[src/rtl/i2c_regptr_pkg.sv]
package i2c_regptr_pkg;
   typedef enum logic [2:0] {
      ST_IDLE  = 3'd0,
      ST_ADDR  = 3'd1,
      ST_WORD  = 3'd2,
      ST_WDATA = 3'd3,
      ST_TX    = 3'd4
   } bus_state_e;

   localparam int unsigned BYTE_W  = 8;
   localparam logic [3:0]  CNT_ACK = 4'd8;
   localparam logic [3:0]  CNT_END = 4'd9;
endpackage

[src/rtl/i2c_regptr_linesync.sv]
module i2c_regptr_linesync #(
   parameter int unsigned STAGES = 2
) (
   input  logic clk,
   input  logic rst_n,
   input  logic scl_i,
   input  logic sda_i,
   output logic scl_hi,
   output logic sda_hi,
   output logic scl_rise,
   output logic scl_fall,
   output logic start_det,
   output logic stop_det
);
   logic scl_s, sda_s, scl_d, sda_d;

   generate
      if (STAGES < 1) begin : g_bad_stages
         $error("STAGES must be at least 1");
      end
      if (STAGES == 1) begin : g_single
         always_ff @(posedge clk or negedge rst_n) begin
            if (!rst_n) begin
               scl_s <= 1'b1;
               sda_s <= 1'b1;
            end else begin
               scl_s <= scl_i;
               sda_s <= sda_i;
            end
         end
      end else begin : g_chain
         logic [STAGES-1:0] scl_c, sda_c;
         always_ff @(posedge clk or negedge rst_n) begin
            if (!rst_n) begin
               scl_c <= '1;
               sda_c <= '1;
            end else begin
               scl_c <= {scl_c[STAGES-2:0], scl_i};
               sda_c <= {sda_c[STAGES-2:0], sda_i};
            end
         end
         assign scl_s = scl_c[STAGES-1];
         assign sda_s = sda_c[STAGES-1];
      end
   endgenerate

   always_ff @(posedge clk or negedge rst_n) begin
      if (!rst_n) begin
         scl_d <= 1'b1;
         sda_d <= 1'b1;
      end else begin
         scl_d <= scl_s;
         sda_d <= sda_s;
      end
   end

   assign scl_hi    = scl_s;
   assign sda_hi    = sda_s;
   assign scl_rise  = scl_s & ~scl_d;
   assign scl_fall  = ~scl_s & scl_d;
   assign start_det = scl_s & scl_d & sda_d & ~sda_s;
   assign stop_det  = scl_s & scl_d & ~sda_d & sda_s;
endmodule

[src/rtl/i2c_regptr_pointer.sv]
module i2c_regptr_pointer #(
   parameter int unsigned AW       = 6,
   parameter int unsigned CLK_SPAN = 8
) (
   input  logic          clk,
   input  logic          rst_n,
   input  logic          load_i,
   input  logic [AW-1:0] load_val_i,
   input  logic          inc_i,
   input  logic          sess_set_i,
   input  logic          sess_clr_i,
   output logic [AW-1:0] ptr_o,
   output logic          freeze_o
);
   localparam logic [AW:0] SPAN_W = CLK_SPAN[AW:0];

   logic [AW-1:0] ptr_q;
   logic          sess_q;

   always_ff @(posedge clk or negedge rst_n) begin
      if (!rst_n) begin
         ptr_q <= '0;
      end else if (load_i) begin
         ptr_q <= load_val_i;
      end else if (inc_i) begin
         ptr_q <= ptr_q + 1'b1;
      end
   end

   always_ff @(posedge clk or negedge rst_n) begin
      if (!rst_n) begin
         sess_q <= 1'b0;
      end else if (sess_clr_i) begin
         sess_q <= 1'b0;
      end else if (sess_set_i) begin
         sess_q <= 1'b1;
      end
   end

   assign ptr_o    = ptr_q;
   assign freeze_o = sess_q & ({1'b0, ptr_q} < SPAN_W);

   AST_FREEZE_DROPS_ON_STOP: assert property (@(posedge clk) disable iff (!rst_n)
      sess_clr_i |=> !freeze_o);
endmodule

[src/rtl/i2c_regptr_slave.sv]
module i2c_regptr_slave
   import i2c_regptr_pkg::*;
#(
   parameter int unsigned AW          = 6,
   parameter logic [6:0]  DEV_ADDR    = 7'b1101000,
   parameter int unsigned CLK_SPAN    = 8,
   parameter int unsigned SYNC_STAGES = 2
) (
   input  logic          clk,
   input  logic          rst_n,
   input  logic          scl_i,
   input  logic          sda_i,
   output logic          sda_oe,
   output logic [AW-1:0] reg_addr,
   output logic [7:0]    reg_wdata,
   output logic          reg_we,
   input  logic [7:0]    reg_rdata,
   output logic          freeze
);
   generate
      if (AW < 1 || AW > BYTE_W) begin : g_bad_aw
         $error("AW must lie in 1..8");
      end
      if (CLK_SPAN > (1 << AW)) begin : g_bad_span
         $error("CLK_SPAN exceeds the register space");
      end
   endgenerate

   logic scl_hi, sda_hi, scl_rise, scl_fall, start_det, stop_det;

   i2c_regptr_linesync #(.STAGES(SYNC_STAGES)) u_sync (
      .clk(clk), .rst_n(rst_n), .scl_i(scl_i), .sda_i(sda_i),
      .scl_hi(scl_hi), .sda_hi(sda_hi), .scl_rise(scl_rise), .scl_fall(scl_fall),
      .start_det(start_det), .stop_det(stop_det));

   bus_state_e    st_q;
   logic [3:0]    cnt_q;
   logic [7:0]    rx_q, tx_q;
   logic          rw_q, nack_q, oe_q, we_q;
   logic          ld_q, inc_q, sess_set_q;

   always_ff @(posedge clk or negedge rst_n) begin
      if (!rst_n) begin
         st_q <= ST_IDLE; cnt_q <= '0; rx_q <= '0; tx_q <= '0;
         rw_q <= 1'b0; nack_q <= 1'b0; oe_q <= 1'b0; we_q <= 1'b0;
         ld_q <= 1'b0; inc_q <= 1'b0; sess_set_q <= 1'b0;
      end else begin
         we_q <= 1'b0; ld_q <= 1'b0; inc_q <= 1'b0; sess_set_q <= 1'b0;
         if (start_det) begin
            st_q <= ST_ADDR; cnt_q <= '0; oe_q <= 1'b0; nack_q <= 1'b0;
         end else if (stop_det) begin
            st_q <= ST_IDLE; oe_q <= 1'b0;
         end else if (st_q != ST_IDLE && scl_rise) begin
            if (cnt_q < CNT_END) cnt_q <= cnt_q + 4'd1;
            if (st_q != ST_TX && cnt_q < CNT_ACK) rx_q <= {rx_q[6:0], sda_hi};
            if (st_q == ST_TX && cnt_q == CNT_ACK) begin
               nack_q <= sda_hi;
               inc_q  <= ~sda_hi;
            end
         end else if (st_q != ST_IDLE && scl_fall) begin
            unique case (st_q)
               ST_ADDR: begin
                  if (cnt_q == CNT_ACK) begin
                     if (rx_q[7:1] == DEV_ADDR) begin
                        oe_q <= 1'b1; rw_q <= rx_q[0]; sess_set_q <= 1'b1;
                     end else begin
                        st_q <= ST_IDLE;
                     end
                  end else if (cnt_q == CNT_END) begin
                     cnt_q <= '0;
                     if (rw_q) begin
                        st_q <= ST_TX; tx_q <= reg_rdata; oe_q <= ~reg_rdata[7];
                     end else begin
                        st_q <= ST_WORD; oe_q <= 1'b0;
                     end
                  end
               end
               ST_WORD: begin
                  if (cnt_q == CNT_ACK) begin
                     oe_q <= 1'b1; ld_q <= 1'b1;
                  end else if (cnt_q == CNT_END) begin
                     oe_q <= 1'b0; cnt_q <= '0; st_q <= ST_WDATA;
                  end
               end
               ST_WDATA: begin
                  if (cnt_q == CNT_ACK) begin
                     oe_q <= 1'b1; we_q <= 1'b1;
                  end else if (cnt_q == CNT_END) begin
                     oe_q <= 1'b0; cnt_q <= '0; inc_q <= 1'b1;
                  end
               end
               ST_TX: begin
                  if (cnt_q >= 4'd1 && cnt_q < CNT_ACK) begin
                     tx_q <= {tx_q[6:0], 1'b0}; oe_q <= ~tx_q[6];
                  end else if (cnt_q == CNT_ACK) begin
                     oe_q <= 1'b0;
                  end else if (cnt_q == CNT_END) begin
                     if (nack_q) begin
                        st_q <= ST_IDLE;
                     end else begin
                        cnt_q <= '0; tx_q <= reg_rdata; oe_q <= ~reg_rdata[7];
                     end
                  end
               end
               default: st_q <= ST_IDLE;
            endcase
         end
      end
   end

   i2c_regptr_pointer #(.AW(AW), .CLK_SPAN(CLK_SPAN)) u_ptr (
      .clk(clk), .rst_n(rst_n),
      .load_i(ld_q), .load_val_i(rx_q[AW-1:0]), .inc_i(inc_q),
      .sess_set_i(sess_set_q), .sess_clr_i(stop_det),
      .ptr_o(reg_addr), .freeze_o(freeze));

   assign sda_oe    = oe_q;
   assign reg_we    = we_q;
   assign reg_wdata = rx_q;

   AST_SDA_MOVES_SCL_LOW: assert property (@(posedge clk) disable iff (!rst_n)
      !$stable(sda_oe) |-> !scl_hi);
   AST_IDLE_OFF_BUS: assert property (@(posedge clk) disable iff (!rst_n)
      (st_q == ST_IDLE) |-> !sda_oe);
   AST_WRITE_WITH_ACK: assert property (@(posedge clk) disable iff (!rst_n)
      reg_we |-> sda_oe);
   AST_NACK_NO_STEP: assert property (@(posedge clk) disable iff (!rst_n)
      (st_q == ST_TX && scl_rise && cnt_q == CNT_ACK && sda_hi) |=> !inc_q);
endmodule

[config.mk]
export PLATFORM = sky130hd
export DESIGN_NAME = i2c_regptr_slave
export DESIGN_NICKNAME = d
export VERILOG_FILES = /design/src/rtl/i2c_regptr_pkg.sv /design/src/rtl/i2c_regptr_linesync.sv /design/src/rtl/i2c_regptr_pointer.sv /design/src/rtl/i2c_regptr_slave.sv
export SDC_FILE = /design/constraint.sdc
export NUM_CORES = 1
export LEC_CHECK = 0
export BUFFER_PORTS_ARGS = -buffer_cell sky130_fd_sc_hd__buf_2
export CAP_MARGIN = 20
export CORE_MARGIN = 4
export CORE_UTILIZATION = 45
export DETAILED_ROUTE_END_ITERATION = 8
export HOLD_SLACK_MARGIN = 0.12
export PLACE_DENSITY_LB_ADDON = 0.2
export RECOVER_POWER = 100
export REMOVE_ABC_BUFFERS = 1
export SLEW_MARGIN = 15
export SYNTH_ARGS = -nofsm -noshare
export SYNTH_HDL_FRONTEND = slang
export SYNTH_SLANG_ARGS = --single-unit
export TNS_END_PERCENT = 1
[constraint.sdc]
create_clock -name clk -period 2.2 [get_ports clk]
set_input_delay 0.22 -clock clk [delete_from_list [all_inputs] [get_ports clk]]
set_output_delay 0.22 -clock clk [all_outputs]
set_load 0.005 [all_outputs]
======== Yosys cells after proc, flatten, opt, wreduce, memory -nomap -nowiden ========
Cells that the tools add are included.
storage, ports and cells
  word-level logic and storage cells ...... 184
  input port bits ......................... 12
  flip-flop bits (word level) ............. 42
cells by class
  reduce and logical (&&, ||, !) cells .... 24
  bitwise operators ....................... 17
  magnitude comparators ................... 4
  add/sub/neg operators ................... 2
  mux-type cells .......................... 84
  equal/unequal tests ..................... 36
operator list
  kind                                                    number
  two-way mux 7 bit                                       7
  two-way mux 1 bit                                       46
  two-way mux 4 bit                                       11
  two-way mux 3 bit                                       14
  inequality test 4 bit (second input constant)           9
  AND reduction 11 bit                                    2
  inequality test 5 bit (second input constant)           3
  case mux 7 bit (2 select lines)                         1
  two-way mux 6 bit                                       2
  case mux 3 bit (4 select lines)                         1
  AND reduction 10 bit                                    1
  nonzero test 2 bit                                      5
  inequality test 3 x 2 -> 1 bit (second input constant)  3
  inequality test 3 bit (second input constant)           3
  inverter 1 bit                                          9
  nonzero test 3 bit                                      3
  bitwise AND 1 bit                                       8
  == test 4 bit (second input constant)                   2
  < comparator 4 bit (second input constant)              2
  inequality test 2 bit (second input constant)           4
  inequality test 4 x 3 -> 1 bit (second input constant)  2
  case mux 4 bit (2 select lines)                         1
  AND reduction 8 bit                                     1
  == test 7 bit (second input constant)                   1
  other kinds (21)                                        26

======== Depth between registers and ports, before layout ========
Gate-level depths: netlist of run 1.
  depth in word-level cells ............... 10
  gate-level depth with buffers ........... 8
  mapped depth without buffers ............ 7

======== Modules after synthesis ========
A second synthesis of run 1 with hierarchy kept.
unflattened totals
  cell total of the unflattened synthesis .. 217
  area, all modules ....................... 2338.5 µm²
modules (own cells, without submodules)
  module               times used  cells each  seq. area each (µm²)  area an instance (µm²)
  i2c_regptr_slave     1           169         725.7                 1780.5
  i2c_regptr_pointer   1           38          175.2                 367.9
  i2c_regptr_linesync  1           10          157.7                 190.2

======== Worst setup path after synthesis of run 1 ========
OpenSTA, ideal clock, no wires.
  kind .................................... register to register
  start ................................... reg cnt_q[0]
  end ..................................... reg rw_q
  cell stages (with the launch flop) ...... 9
  period minus slack after synthesis ...... 1.912 ns
  path buffers ............................ 1
  data arrival time ....................... 1.785 ns
  setup slack ............................. 0.288 ns
  path through ............................ dfrtp_1 > inv_1 > ha_1 > and3b_1 > clkbuf_2 > nand2_1 > or2_1 > nor3_2 > mux2_1
on the way
  word-level cells in the longest chain between the ends .. 2
ends and longest elaborated chain
  what                                  RTL line                source
  start, declared                       i2c_regptr_slave.sv:37  logic [3:0] cnt_q;
  start signal, assigned                i2c_regptr_slave.sv:54  if (cnt_q < CNT_END) cnt_q <= cnt_q + 4'd1;
  == test 4 bit                         i2c_regptr_slave.sv:63  if (cnt_q == CNT_ACK) begin
  AND reduction 7 bit (no source line)  n/a
  end signal, assigned                  i2c_regptr_slave.sv:45  rw_q <= 1'b0; nack_q <= 1'b0; oe_q <= 1'b0; we_q <= 1'b0;
  end signal, assigned                  i2c_regptr_slave.sv:65  oe_q <= 1'b1; rw_q <= rx_q[0]; sess_set_q <= 1'b1;
  end, declared                         i2c_regptr_slave.sv:39  logic rw_q, nack_q, oe_q, we_q;
No other way between the ends.
A chain may end at the register's enable or synchronous reset.

======== Worst setup path in the final report of run 1 ========
  start ................................... reg cnt_q[0]
  end ..................................... reg tx_q[2]
on the way
  word-level cells in the longest chain between the ends .. 4
  elaborated cells between the ends (all ways) .. 13
ends and longest elaborated chain
  what                                                                                             RTL line                source
  >= comparator 4 x 1 -> 1 bit / < comparator 4 bit (equally long branches)                        i2c_regptr_slave.sv:93  if (cnt_q >= 4'd1 && cnt_q < CNT_ACK) begin
  logical AND 1 bit                                                                                i2c_regptr_slave.sv:93
  inequality test 3 x 1 -> 1 bit (no source line) (tied with other cells)                          n/a
  AND reduction 11 bit (no source line) / case mux 7 bit (2 select lines) (equally long branches)  n/a
  end signal, assigned                                                                             i2c_regptr_slave.sv:94  tx_q <= {tx_q[6:0], 1'b0}; oe_q <= ~tx_q[6];
  end, declared                                                                                    i2c_regptr_slave.sv:38  logic [7:0] rx_q, tx_q;
Parallel ways exist; a longest one is shown, timed or not.

==> results by stage, run 1 <==
Final layout:
- The library cells used most frequently in the layout, excluding fill and tap cells, are sky130_fd_sc_hd__dfrtp_1, sky130_fd_sc_hd__buf_2, sky130_fd_sc_hd__nand2_1.
- Across the whole layout, storage elements account for around 1100 µm².
- The post-route netlist has 29.17% of its cells at a drive strength greater than 1.
- The area growth from synthesis to layout is 14.07%.
- Measured on the finished design, the core utilization comes to 53.69%.
- Leaving out filler cells and counting taps, the final layout contains ~300.
- The final layout contains roughly 260 nets.
- The fill cell instance count of the final layout is around 460.
- In the final layout, the multi-input gates occupy 1140 µm².
- The most common cell after layout, fill and taps aside is sky130_fd_sc_hd__dfrtp_1.
- The summed area of non-filler cells in the final layout is 2586 µm².
- The number of antenna diodes in the final layout is 0.

Die:
- The die covers between 6000 and 7000 µm².
- The core outline area is between 4000 and 5000 µm².
- The floorplan has 25 rows.
- The starting density of the core is a little under half.
- 29 I/O pins were placed.
- The height of the die is between 70 and 80 µm.
- The floorplan die width is 78.98 µm.

Logic synthesis:
- For this run, the number of Yosys warnings is 0.
- The share of synthesized area in the top cell type comes to around two fifths.
- The largest total area in the synthesized netlist belongs to sky130_fd_sc_hd__dfrtp_1.
- The synthesized netlist devotes under 10% of its cell area to adder and majority cells.
- In this run the cell area of the synthesized design comes to around 2300 µm².
- The count of different cell masters after synthesis is 53.
- Counting flops with a built-in enable in the synthesized netlist gives 0.
- The share of the synthesized netlist area taken by xor and xnor gates is 3.477%.
- The proportion of synthesized area in mux cells is between 10 and 15%.
- Yosys attributes the largest share of cell area to sky130_fd_sc_hd__dfrtp_1, sky130_fd_sc_hd__dfstp_2, sky130_fd_sc_hd__mux2_2, sky130_fd_sc_hd__mux2_4, sky130_fd_sc_hd__nand2_1.
- The synthesized design contains 42 register bits.
- The combinational family with the most area after synthesis is simple AND/OR/NAND/NOR gates.
- The async set-reset flop share out of synthesis is 100.0%.
- The compound-gate portion of the synthesized area is about a tenth.
- Synthesis handed over a netlist of between 200 and 250 instances.
- The synthesized area per cell is 11.22 µm².
- The basic-gate share of the synthesized area counting and, or, nand and nor cells is 19.54%.
- The dominant register cell in the synthesized netlist is sky130_fd_sc_hd__dfrtp_1.
- The part of the Yosys area used for sequential elements is between 40 and 50%.

Clock network:
- The post-CTS setup buffer count is 0.
- The TritonCTS buffer count is 5.
- The maximum clock insertion buffer count is 2.
- The count of H-tree levels built during CTS is 2.
- The clock tree from TritonCTS is done.
- The clock drives between 40 and 50 sinks.
- The tree is rooted in a sky130_fd_sc_hd__clkbuf_8.
- At the later pin of the worst-skew pair, clock insertion delay measures approximately 0.30 ns.
- Clock-pin slew was measured on the worst setup and hold paths at about 0.08 ns.

Timing:
- The final max-slew violation count is 0.
- The number of hold-slack violations in the final timing report was 0.
- The actual slew at the worst max-slew pin is 0.9912 ns.
- The worst clock skew on the final layout is 0.01418 ns.
- Setup violations remaining at the end of the flow were counted as 0.
- Setup repair after global routing left no endpoint under its margin.
- The normalized max-slew margin is around 34%.
- The shortest clock period the worst path allows after layout is approximately 2.1 ns.
- Static timing analysis puts the maximum clock frequency at around 490 MHz.
- Of the available clock period, the critical path in the final layout requires around 93%.
- The setup TNS is 0 ns.

Power:
- For this design the static power due to leakage is ~1.2 nW.
- The switching share of total power is 35.33%.
- Of the total power, the clock network draws between 20 and 25%.
- The switching power of the nets is a little under 800 µW.
- The design internal power is about 1.4 mW.
- The overall power after layout is about 2.2 mW.
- In this run, flip-flops and latches consume between 40 and 50% of the power.
- The proportion of power drawn by combinational gates is between 30% and 40%.
- The peak supply drop is between 0.6 and 0.7 mV.
- The power per cell area is 859.4 nW/µm².

Routing:
- Dividing the detail-routed via count by the number of cells gives 5.267.
- The count of nets left with antenna violations after detail routing is 0.
- The average wire length per cell after detail routing is around 15 µm.
- The number of remaining DRC errors is 0.
- After detailed routing, the total wire length is 4.508 mm.
- The initial detailed-routing violation count is around 120.
- Detailed routing inserted a total of 1617 vias.
- The count of TritonRoute iterations in the first routing pass is 4.

Worst hold path:
- In this run the worst hold path is classified as primary input to flip-flop.
- The worst hold path stage count is 3.

Setup path:
- At the worst endpoint, the required time is around 2.4 ns.
- The largest fanout of any net on the critical path is 8.
- The arrival time at the worst endpoint is roughly 2.2 ns.
- STA classifies the critical path startpoint as a flip-flop.
- The depth of the most critical reg-to-reg path is 6.
- The critical path is of the flip-flop to flip-flop type.
- The sort of element at the end of the critical path is a flip-flop.

Run:
- The number of violations of the max-capacitance limit is 0.

Global routing:
- The total overflow reported by the global router is 0.
- The pin count of the biggest net entering global routing is 42.
- The via count of the first global-routing pass was around 1600.
- The total global routing track utilization is 15.69%.
- The initial antenna violation count is 0.
- The wire length of the first global-routing pass is 7.659 mm.

Place:
- The final RePlAce weighted congestion is 0.7911.
- Once detailed placement completed, the half-perimeter wirelength came to 3.281 mm.
- The total of buffers placed on input and output ports is 28.
- The post-placement cell count is between 200 and 300.
- The post-place instance area is 2496 µm².

Run status:
- The run finished with clean final reports.
[worst paths after layout]
kind,from,to,slack (ns)
max,cnt_q[0],tx_q[2],0.15
min,reg_rdata[0],tx_q[0],0.25
max reg2reg,cnt_q[0],tx_q[2],0.15
min reg2reg,u_sync.g_chain.sda_c[0],u_sync.g_chain.sda_c[1],0.36
max in group asynchronous,rst_n,u_sync.g_chain.sda_c[0],0.93
min in group asynchronous,rst_n,u_ptr.ptr_o[2],0.62
[routing by layer]
| metal | track usage (%) | vias to the layer above | part of all wire [%] |
|---|---|---|---|
| li1 | - | 802 | - |
| met1 | 20.63 | 776 | 48 |
| met2 | 25.51 | 34 | 46 |
| met3 | 4.082 | 5 | 4.4 |
| met4 | 4.639 | 0 | 1.4 |
| met5 | 0 | - | 0 |
[power by group through the flow]
| stage | Clock (mW) | Sequential (mW) | Combinational, mW |
|---|---|---|---|
| floorplan | 0 | 1.05 | 0.455 |
| global placement | 0 | 1.05 | 0.691 |
| detailed placement | 0 | 1.05 | 0.695 |
| CTS | 0.510 | 1.04 | 0.703 |
| global route | 0.545 | 1.06 | 0.768 |
| finish | 0.496 | 1.04 | 0.691 |
[sequential cells by signal, indices dropped and copies added, names as in the netlist, 2 cells and up]
register              flops
st_q                      3
tx_q                      7
u_ptr.ptr_o               6
reg_wdata                 8
u_sync.g_chain.scl_c      2
cnt_q                     4
u_sync.g_chain.sda_c      2
[cells in the mapped netlist (5+ instances only)]
cell,n
sky130_fd_sc_hd__dfrtp_1,36
sky130_fd_sc_hd__nand2_1,17
sky130_fd_sc_hd__mux2_2,14
sky130_fd_sc_hd__nor2_1,14
sky130_fd_sc_hd__o21ai_0,10
sky130_fd_sc_hd__mux2_4,7
sky130_fd_sc_hd__nand2b_1,7
sky130_fd_sc_hd__nand3_1,7
sky130_fd_sc_hd__dfstp_2,6
sky130_fd_sc_hd__mux2i_1,6
sky130_fd_sc_hd__ha_1,5
sky130_fd_sc_hd__nand3b_1,5
sky130_fd_sc_hd__xor2_1,5
[through the flow]
| step | hold slack, ns | worst slack [ns] |
|---|---|---|
| 3_3_place_gp | 0.3253 | 0.1775 |
| 3_5_place_dp | 0.3262 | 0.1551 |
| 2_1_floorplan | -0.07559 | 0.3023 |
| 5_1_grt | 0.2424 | 0.02252 |
| 6_report | 0.2485 | 0.1470 |
| 4_1_cts | 0.2628 | 0.1244 |
[repair_timing]
item                                   4_1_cts  5_1_grt
endpoints found under the hold margin       38        0
setup endpoints to repair                    0        1
hold buffers                                 3        0
gates resized for setup                      0        1
[logic make-up after synthesis]
group | after synthesis
buf+inv | 11
xor+xnor | 9
fa+ha+maj | 5
compound gates | 31
simple gates | 76
mux | 28
flops | 42
[final cells by class]
| cell class | count | share of cell area (%) |
|---|---|---|
| Clock buffer | 6 | 2.806 |
| Clock inverter | 2 | 0.5322 |
| Inverter | 4 | 0.5806 |
| Multi-Input combinational cell | 149 | 44.07 |
| Sequential cell | 42 | 40.93 |
| Tap cell | 67 | 3.241 |
| Timing Repair Buffer | 37 | 7.837 |
[critical path: stages, from the launching register on]
cell and delay (ns):
sky130_fd_sc_hd__dfrtp_1 0.42, sky130_fd_sc_hd__inv_1 0.09, sky130_fd_sc_hd__ha_1 0.21, sky130_fd_sc_hd__nor3b_2 0.18, sky130_fd_sc_hd__nor3_4 0.36, sky130_fd_sc_hd__mux2_2 0.39, sky130_fd_sc_hd__mux2_1 0.28
Note: power is estimated with default switching activity, not from simulation.
==> run 2: changes to the inputs <==
--- a/config.mk
+++ b/config.mk
@@ -11,11 +11,11 @@
 export CORE_UTILIZATION = 45
 export DETAILED_ROUTE_END_ITERATION = 8
 export HOLD_SLACK_MARGIN = 0.12
-export PLACE_DENSITY_LB_ADDON = 0.2
 export RECOVER_POWER = 100
 export REMOVE_ABC_BUFFERS = 1
-export SLEW_MARGIN = 15
+export SLEW_MARGIN = 40
 export SYNTH_ARGS = -nofsm -noshare
 export SYNTH_HDL_FRONTEND = slang
+export SYNTH_HIERARCHICAL = 1
 export SYNTH_SLANG_ARGS = --single-unit
 export TNS_END_PERCENT = 1
==> results by stage, run 2 <==
Run status:
- The run finished with clean final reports.

Timing:
- The number of hold-slack violations in the final timing report is 0 (unchanged).
- The setup TNS is 0 ns (unchanged).
- The actual slew at the worst max-slew pin was 1.074 ns (+0.08319 ns).
- Setup repair after global routing left no endpoint under its margin.
- The final max-slew violation count was 0 (unchanged).
- The final hold slack is 0.2804 ns (+0.03188 ns).
- The maximum achievable frequency is 485.5 MHz (-0.32%).
- The normalized max-slew margin came to 28.37% (-5.5 points).
- The share of the clock period used by the worst path came to 93.62% (+0.30 points).
- The total setup violations reported at the end of the flow is 0 (unchanged).
- The worst clock skew on the final layout came to 0.007575 ns (-0.006601 ns).
- The shortest clock period the worst path allows after layout is 2.060 ns (+0.006606 ns).

Logic synthesis:
- The synthesized area per cell is 10.78 µm² (-4.0%).
- The dominant register cell in the synthesized netlist is sky130_fd_sc_hd__dfrtp_1.
- The compound-gate portion of the synthesized area is 12.25% (+1.9 points).
- The number of enable flip-flop cells after synthesis came to 0 (unchanged).
- The count of different cell masters after synthesis is 54 (+1.9%).
- The share of the synthesized netlist area taken by xor and xnor gates came to 1.873% (-1.6 points).
- By area the synthesized netlist is led by sky130_fd_sc_hd__dfrtp_1, sky130_fd_sc_hd__mux2_2, sky130_fd_sc_hd__dfstp_2, sky130_fd_sc_hd__buf_6, sky130_fd_sc_hd__nand2_1.
- The synthesized-area fraction occupied by adder cells is 2.140% (-0.62 points).
- The part of the Yosys area used for sequential elements is 45.26% (-1.4 points).
- Of all cell types, the one taking the most synthesized area is sky130_fd_sc_hd__dfrtp_1.
- The async set-reset flop share out of synthesis was 100.0% (unchanged).
- The synthesized instance count is 217 (+7.4%).
- The basic-gate share of the synthesized area counting and, or, nand and nor cells was 20.55% (+1.0 points).
- After synthesis, the largest family of logic cells by area is simple AND/OR/NAND/NOR gates.
- Sorting the synthesized cells by how often they occur yields sky130_fd_sc_hd__dfrtp_1, sky130_fd_sc_hd__mux2_2, sky130_fd_sc_hd__nand2_1.
- The proportion of synthesized area in mux cells was 12.31% (-2.4 points).
- The share of the synthesized area in the top cell type is 38.52% (-1.2 points).
- The area of the mapped netlist is 2338 µm² (+3.1%).
- The post-synthesis register bit count is 42 (unchanged).
- sky130_fd_sc_hd__dfrtp_1 is the most common cell in the netlist.
- The count of warnings emitted by yosys is 6 (+6).

Routing:
- The detailed route wirelength on metal3 is 226 µm (+15%).
- The initial detailed-routing violation count is 140 (+22%).
- The detailed-routing wirelength on met1 is 2.395 mm (+11%).
- The number of remaining DRC errors is 0 (unchanged).
- In this run the top signal layer used is met4.
- The final wirelength is 4.842 mm (+7.4%).
- The post-detailed-route via-to-cell ratio came to 5.471 (+3.9%).
- The total met2 wirelength after detailed routing is 2.145 mm (+2.4%).
- The count of nets left with antenna violations after detail routing was 0 (unchanged).
- The via total after detailed routing is 1789 (+11%).
- The count of TritonRoute iterations in the first routing pass is 4 (unchanged).
- The average wire length per cell after detail routing is 14.81 µm (+0.84%).

Final layout:
- The area occupied by multi-input gates is 1156 µm² (+1.4%).
- The count of inserted antenna diode cells is 0 (unchanged).
- The filler-free cell count of the finished design was 327 (+6.5%).
- The layout cell share with drive strength beyond 1 is 31.15% (+2.0 points).
- In the layout the commonest cells are sky130_fd_sc_hd__dfrtp_1, sky130_fd_sc_hd__buf_2, sky130_fd_sc_hd__mux2_2.
- The fill cell instance count of the final layout came to 452 (-2.0%).
- The register cell area after layout came to 1059 µm² (unchanged).
- The area growth from synthesis to layout was 14.18% (about the same).
- The number of flip-flops in the largest register was 8 (unchanged).
- The summed area of non-filler cells in the final layout is 2670 µm² (+3.2%).
- Leaving out fill and tap cells, the most frequent cell in the layout is sky130_fd_sc_hd__dfrtp_1.
- The post-layout net count is 275 (+7.4%).

Die:
- The starting density of the core is 47.92% (+0.86 points).
- The die outline area is 6414 µm² (+2.8%).
- The count of pins on the block boundary is 29 (unchanged).
- The core outline area is 4880 µm² (+1.3%).
- The number of standard-cell rows in the floorplan is 25 (unchanged).
- The floorplan die width was 80.09 µm (+1.4%).
- The height of the die was 80.09 µm (+1.4%).

Clock network:
- The clock root buffer master is sky130_fd_sc_hd__clkbuf_8.
- The clock transition at the registers of the reported paths was 0.08 ns (about the same).
- The total number of clock tree sinks is 42 (unchanged).
- TritonCTS built the clock tree.
- The TritonCTS buffer count came to 5 (unchanged).
- The clock insertion delay at the later pin of the skew report is 0.29 ns (about the same).
- The maximum clock insertion buffer count was 2 (unchanged).
- The count of H-tree levels built during CTS is 2 (unchanged).

Setup path:
- The largest fanout of any net on the critical path is 6 (-2).
- The arrival time at the worst endpoint is 2.24 ns (about the same).
- The highest cell delay on the worst timing path is 0.59 ns (+0.17 ns).
- The critical path starts at u_sync/g_chain.sda_c[1].
- The sort of element at the end of the critical path is a flip-flop.
- The data required time of the worst path is 2.38 ns (about the same).
- The type of the worst setup path is flip-flop to flip-flop.
- The depth of the most critical reg-to-reg path was 6 (unchanged).
- The kind of start point of the critical path is a flip-flop.
- The origin of the critical flop-to-flop path is u_sync/g_chain.sda_c[1].
- The largest individual stage delay along the critical path comes from the cell sky130_fd_sc_hd__dfstp_2.
- Walking the worst path, the cells encountered are and4b_1, nor2_4, and2_1, nand2_1, nor3_2, mux2_2.

Power:
- The sequential group share of total power is 46.0% (-0.6 points).
- The clock network fraction of total power is 23.9% (+1.6 points).
- The design internal power is 1.361 mW (-5.3%).
- The power per cell area is 776.3 nW/µm² (-9.7%).
- The total leakage power is 1.160 nW (+0.56%).
- The overall power after layout came to 2.073 mW (-6.7%).
- The switching power of the nets was 711.4 µW (-9.4%).
- The switching share of total power is 34.32% (-1.0 points).
- The proportion of power drawn by combinational gates is 30.1% (-1.0 points).
- The peak supply drop is 0.5712 mV (-5.4%).

Worst hold path:
- The type of the tightest min-delay check is primary input to flip-flop.
- The worst hold path stage count is 3 (unchanged).
- In this run the most critical hold path is launched from reg_rdata[0].

Global routing:
- The pin count of the biggest net entering global routing is 21 (-50%).
- The via count of the first global-routing pass came to 1601 (-0.25%).
- The wire length of the first global-routing pass was 8.086 mm (+5.6%).
- The initial antenna violation count is 0 (unchanged).
- The total overflow reported by the global router is 0 (unchanged).
- The total global routing track utilization is 16.53% (+0.83 points).

Run:
- The number of violations of the max-capacitance limit came to 0 (unchanged).

Place:
- The post-place instance area is 2570 µm² (+3.0%).
- The placed wire-length estimate is 3.636 mm (+11%).
- The total of buffers placed on input and output ports is 28 (unchanged).
- The post-placement cell count was 316 (+6.8%).
- The final RePlAce weighted congestion is 0.8477 (+7.2%).
==> run 2: path summary, 6_finish.rpt <==
| kind | slack [ns] | end |
|---|---|---|
| setup / recovery | 0.14 | rw_q |
| hold / removal | 0.28 | tx_q[0] |
| setup reg to reg | 0.14 | rw_q |
| hold reg to reg | 0.36 | u_sync/g_chain.sda_c[1] |
| max in group asynchronous | 0.57 | st_q[2] |
| min in group asynchronous | 0.64 | reg_wdata[4] |
==> run 2: power groups by stage <==
stage	Sequential, mW	Combinational [mW]	Clock (mW)
global route	0.978	0.689	0.551
CTS	0.958	0.637	0.513
finish	0.954	0.624	0.495
detailed placement	0.973	0.631	0
global placement	0.969	0.635	0
floorplan	0.984	0.357	0
==> run 2: final cells by class <==
cell class,instances,share of cell area (%)
multi-input combinational,157,43.30
sequential,42,39.64
timing repair buffer,46,9.653
tap,67,3.140
clock buffer,5,2.577
inverter,7,0.9841
clock inverter,3,0.7029
==> run 2: kinds of logic after synthesis <==
family / after synthesis
AND/OR/NAND/NOR: 80
AO/OA/AOI/OAI: 42
flip-flops: 42
multiplexers: 26
buffers and inverters: 18
XOR/XNOR: 5
adder cells (fa/ha/maj): 4
==> run 2: metrics by stage <==
| step | util (%) | setup WS [ns] |
|---|---|---|
| 2_1_floorplan | - | 0.1429 |
| 3_3_place_gp | 52.67 | -0.04822 |
| 3_5_place_dp | 52.67 | -0.07361 |
| 4_1_cts | 55.13 | 0.01866 |
| 5_1_grt | 54.72 | 0.03694 |
| 6_report | 54.72 | 0.1404 |
==> run 2: routing by layer <==
metal | up-vias | track usage (%)
li1 | 879 | -
met1 | 860 | 24.38
met2 | 44 | 23.26
met3 | 6 | 3.700
met4 | 0 | 6.588
met5 | - | 0
==> run 2: critical path: cells and delay by family, from the launching register on <==
| family | cells | cell delay (ns) |
|---|---|---|
| flip-flops | 1 | 0.59 |
| multiplexers | 1 | 0.36 |
| AND/OR/NAND/NOR | 5 | 1.00 |
==> run 2: timing repair <==
action | CTS | global route
buffers inserted | 0 | 0
endpoints found under the setup margin | 1 | 1
hold endpoints to repair | 16 | 0
resized for setup | 1 | 2
hold buffers | 3 | 0
==> run 3: changes to the inputs <==
--- a/config.mk
+++ b/config.mk
@@ -5,11 +5,11 @@
 export SDC_FILE = /design/constraint.sdc
 export NUM_CORES = 1
 export LEC_CHECK = 0
-export BUFFER_PORTS_ARGS = -buffer_cell sky130_fd_sc_hd__buf_2
 export CAP_MARGIN = 20
 export CORE_MARGIN = 4
 export CORE_UTILIZATION = 45
 export DETAILED_ROUTE_END_ITERATION = 8
+export DONT_BUFFER_PORTS = 1
 export HOLD_SLACK_MARGIN = 0.12
 export RECOVER_POWER = 100
 export REMOVE_ABC_BUFFERS = 1
==> results by stage, run 3 (synthesized netlist as in run 2, its figures left out) <==
Run status:
- The run finished with clean final reports.

Worst hold path:
- The worst min-delay path endpoint is tx_q[0].
- The worst hold path stage count is 2 (-1).
- The min-delay analysis places its worst path in the category primary input to flip-flop.
- The worst hold path begins at reg_rdata[0].

Clock network:
- The TritonCTS buffer count is 5 (unchanged).
- The post-CTS setup buffer count is 0 (unchanged).
- The clock insertion delay at the later pin of the skew report is 0.29 ns (about the same).
- The count of H-tree levels built during CTS is 2 (unchanged).
- The maximum clock insertion buffer count came to 2 (unchanged).
- CTS placed an instance of sky130_fd_sc_hd__clkbuf_8 at the clock tree root.
- The clock tree from TritonCTS is done.
- The total number of clock tree sinks is 42 (unchanged).
- The clock transition at the registers of the reported paths was 0.08 ns (about the same).

Timing:
- The worst clock skew on the final layout is 0.001941 ns (-0.005634 ns).
- The final max-slew violation count is 0 (unchanged).
- The normalized max-slew margin is 33.80% (+5.4 points).
- The actual slew at the worst max-slew pin is 0.9930 ns (-0.08141 ns).
- The setup TNS is 0 ns (unchanged).
- Setup repair after global routing left no endpoint under its margin.
- The final hold slack is 0.1983 ns (-0.08212 ns).
- The total setup violations reported at the end of the flow is 0 (unchanged).
- The maximum achievable frequency came to 481.3 MHz (-0.86%).
- The share of the clock period used by the worst path is 94.43% (+0.81 points).
- The shortest clock period the worst path allows after layout is 2.078 ns (+0.01791 ns).
- The number of hold-slack violations in the final timing report is 0 (unchanged).

Power:
- The total leakage power is 1.022 nW (-12%).
- The sequential group share of total power is 46.6% (+0.6 points).
- The power per cell area is 814.4 nW/µm² (+4.9%).
- The peak supply drop is 0.6174 mV (+8.1%).
- The proportion of power drawn by combinational gates is 27.6% (-2.5 points).
- The switching power of the nets is 699.9 µW (-1.6%).
- The switching share of total power was 34.19% (-0.13 points).
- The design internal power is 1.347 mW (-1.0%).
- The clock network fraction of total power was 25.8% (+1.9 points).

Setup path:
- STA classifies the critical path startpoint as a flip-flop.
- The depth of the most critical reg-to-reg path is 7 (+1).
- The data required time of the worst path is 2.38 ns (about the same).
- Walking the worst path, the cells encountered are inv_1, ha_1, nand2b_1, nor2_1, nor3_4, mux2_2, mux2_2.
- On the critical path, the stage with the largest delay is an instance of sky130_fd_sc_hd__dfrtp_1.
- The origin of the critical flop-to-flop path is cnt_q[0].
- STA classifies the critical path endpoint as a flip-flop.
- The register-to-register setup slack is 0.12 ns (-0.02 ns).
- The highest cell delay on the worst timing path is 0.40 ns (-0.19 ns).
- The most repeated library cell on the critical path is sky130_fd_sc_hd__mux2_2.
- The critical path is of the flip-flop to flip-flop type.
- The arrival time at the worst endpoint is 2.26 ns (+0.02 ns).
- The largest fanout of any net on the critical path came to 7 (+1).
- The end of the worst register-to-register path is tx_q[2].

Final layout:
- The layout cell share with drive strength beyond 1 is 23.35% (-7.8 points).
- The post-layout net count is 242 (-12%).
- The most common cell after layout, fill and taps aside is sky130_fd_sc_hd__dfrtp_1.
- The number of flip-flops in the largest register came to 8 (unchanged).
- The area growth from synthesis to layout is 7.491%.
- The count of inserted antenna diode cells came to 0 (unchanged).
- In the layout the commonest cells are sky130_fd_sc_hd__dfrtp_1, sky130_fd_sc_hd__mux2_2, sky130_fd_sc_hd__nand2_1.
- The filler-free cell count of the finished design is 294 (-10%).

Run:
- The number of violations of the max-capacitance limit was 0 (unchanged).

Place:
- The total of buffers placed on input and output ports was 0 (-100%).
- The final RePlAce weighted congestion came to 0.8717 (+2.8%).
- The post-placement cell count is 282 (-11%).
- The placed wire-length estimate was 3.686 mm (+1.4%).

Routing:
- The average wire length per cell after detail routing is 16.82 µm (+14%).
- The final wirelength is 4.944 mm (+2.1%).
- The via total after detailed routing is 1700 (-5.0%).
- The initial detailed-routing violation count was 116 (-17%).
- The number of remaining DRC errors came to 0 (unchanged).
- The count of TritonRoute iterations in the first routing pass is 4 (unchanged).
- The count of nets left with antenna violations after detail routing is 0 (unchanged).
- The post-detailed-route via-to-cell ratio is 5.782 (+5.7%).

Die:
- The number of standard-cell rows in the floorplan is 25 (unchanged).
- The die outline area is 6414 µm² (unchanged).
- The core outline area came to 4880 µm² (unchanged).
- The floorplan die width is 80.09 µm (unchanged).
- The count of pins on the block boundary came to 29 (unchanged).
- The starting density of the core is 47.92% (unchanged).
- The height of the die is 80.09 µm (unchanged).

Global routing:
- The wire length of the first global-routing pass was 8.404 mm (+3.9%).
- The total global routing track utilization is 17.12% (+0.59 points).
- The via count of the first global-routing pass came to 1621 (+1.2%).
- The initial antenna violation count is 0 (unchanged).
- The pin count of the biggest net entering global routing is 43 (+100%).
- The total overflow reported by the global router is 0 (unchanged).
run 3: cell count changes in the layout (fill, tap and decap cells not counted), moves of 2 or more:
cell,change
sky130_fd_sc_hd__buf_4,-4
sky130_fd_sc_hd__buf_2,-24
sky130_fd_sc_hd__clkbuf_1,-5
sky130_fd_sc_hd__clkinv_2,-2
run 3: how the worst max path moves through the flow:
stage	from	end	slack (ns)	cells after the start
after floorplan	st_q[2]	tx_q[1]	0.14	4
after global placement	cnt_q[0]	cnt_q[2]	0.13	7
after detailed placement	cnt_q[0]	cnt_q[0]	0.05	7
after CTS	cnt_q[0]	cnt_q[0]	0.02	7
after global routing	u_sync/g_chain.scl_c[1]	cnt_q[2]	0.01	7
final	cnt_q[0]	tx_q[2]	0.12	7
run 3: power by group through the flow:
stage                     Clock (mW)  Combinational (mW)  Sequential [mW]
final                          0.527               0.565            0.955
after global routing           0.588               0.639            0.971
after CTS                      0.555               0.573            0.957
after detailed placement           0               0.545            0.972
after global placement             0               0.538            0.967
after floorplan                    0               0.357            0.984
run 3: area by class of cell:
cell class	instances	area (µm²)
clock buffer	7	86.33
clock inverter	1	8.758
fill	466	2366
inverter	7	26.28
multi-input combinational	157	1160
sequential	42	1059
tap	67	83.83
timing repair buffer	13	90.09
run 3: timing repair:
item                       in CTS  in global routing
setup endpoints to repair       0                  4
hold buffers                    4                  0
hold endpoints to repair       44                  0
resized for setup               0                  2
run 3: routing by layer:
layer  up-vias  share of wire (%)  routed length [µm]  global-route usage [%]
met1       823                 47                2308                   24.19
met3         7                6.2                 308                   4.484
li1        821                  -                   -                       -
met2        49                 45                2232                   24.75
met5         -                  0                   0                       0
met4         0                1.9                  96                   7.095
run 3: critical path, delay by kind of cell, from the launching register on:
family | cells | cell delay (ns)
buf+inv | 1 | 0.09
mux | 2 | 0.64
fa+ha+maj | 1 | 0.23
flops | 1 | 0.40
simple gates | 3 | 0.61
run 3: through the flow:
stage | power [mW] | utilization (%) | cell area, µm² | setup WS (ns)
global route | 2.198 | 51.51 | 2514 | 0.01360
detailed placement | 1.516 | 48.87 | 2385 | 0.05137
floorplan | 1.340 | - | 2233 | 0.1429
global placement | 1.505 | 48.87 | 2385 | 0.1345
CTS | 2.085 | 51.85 | 2530 | 0.01762
finish | 2.047 | 51.51 | 2514 | 0.1224
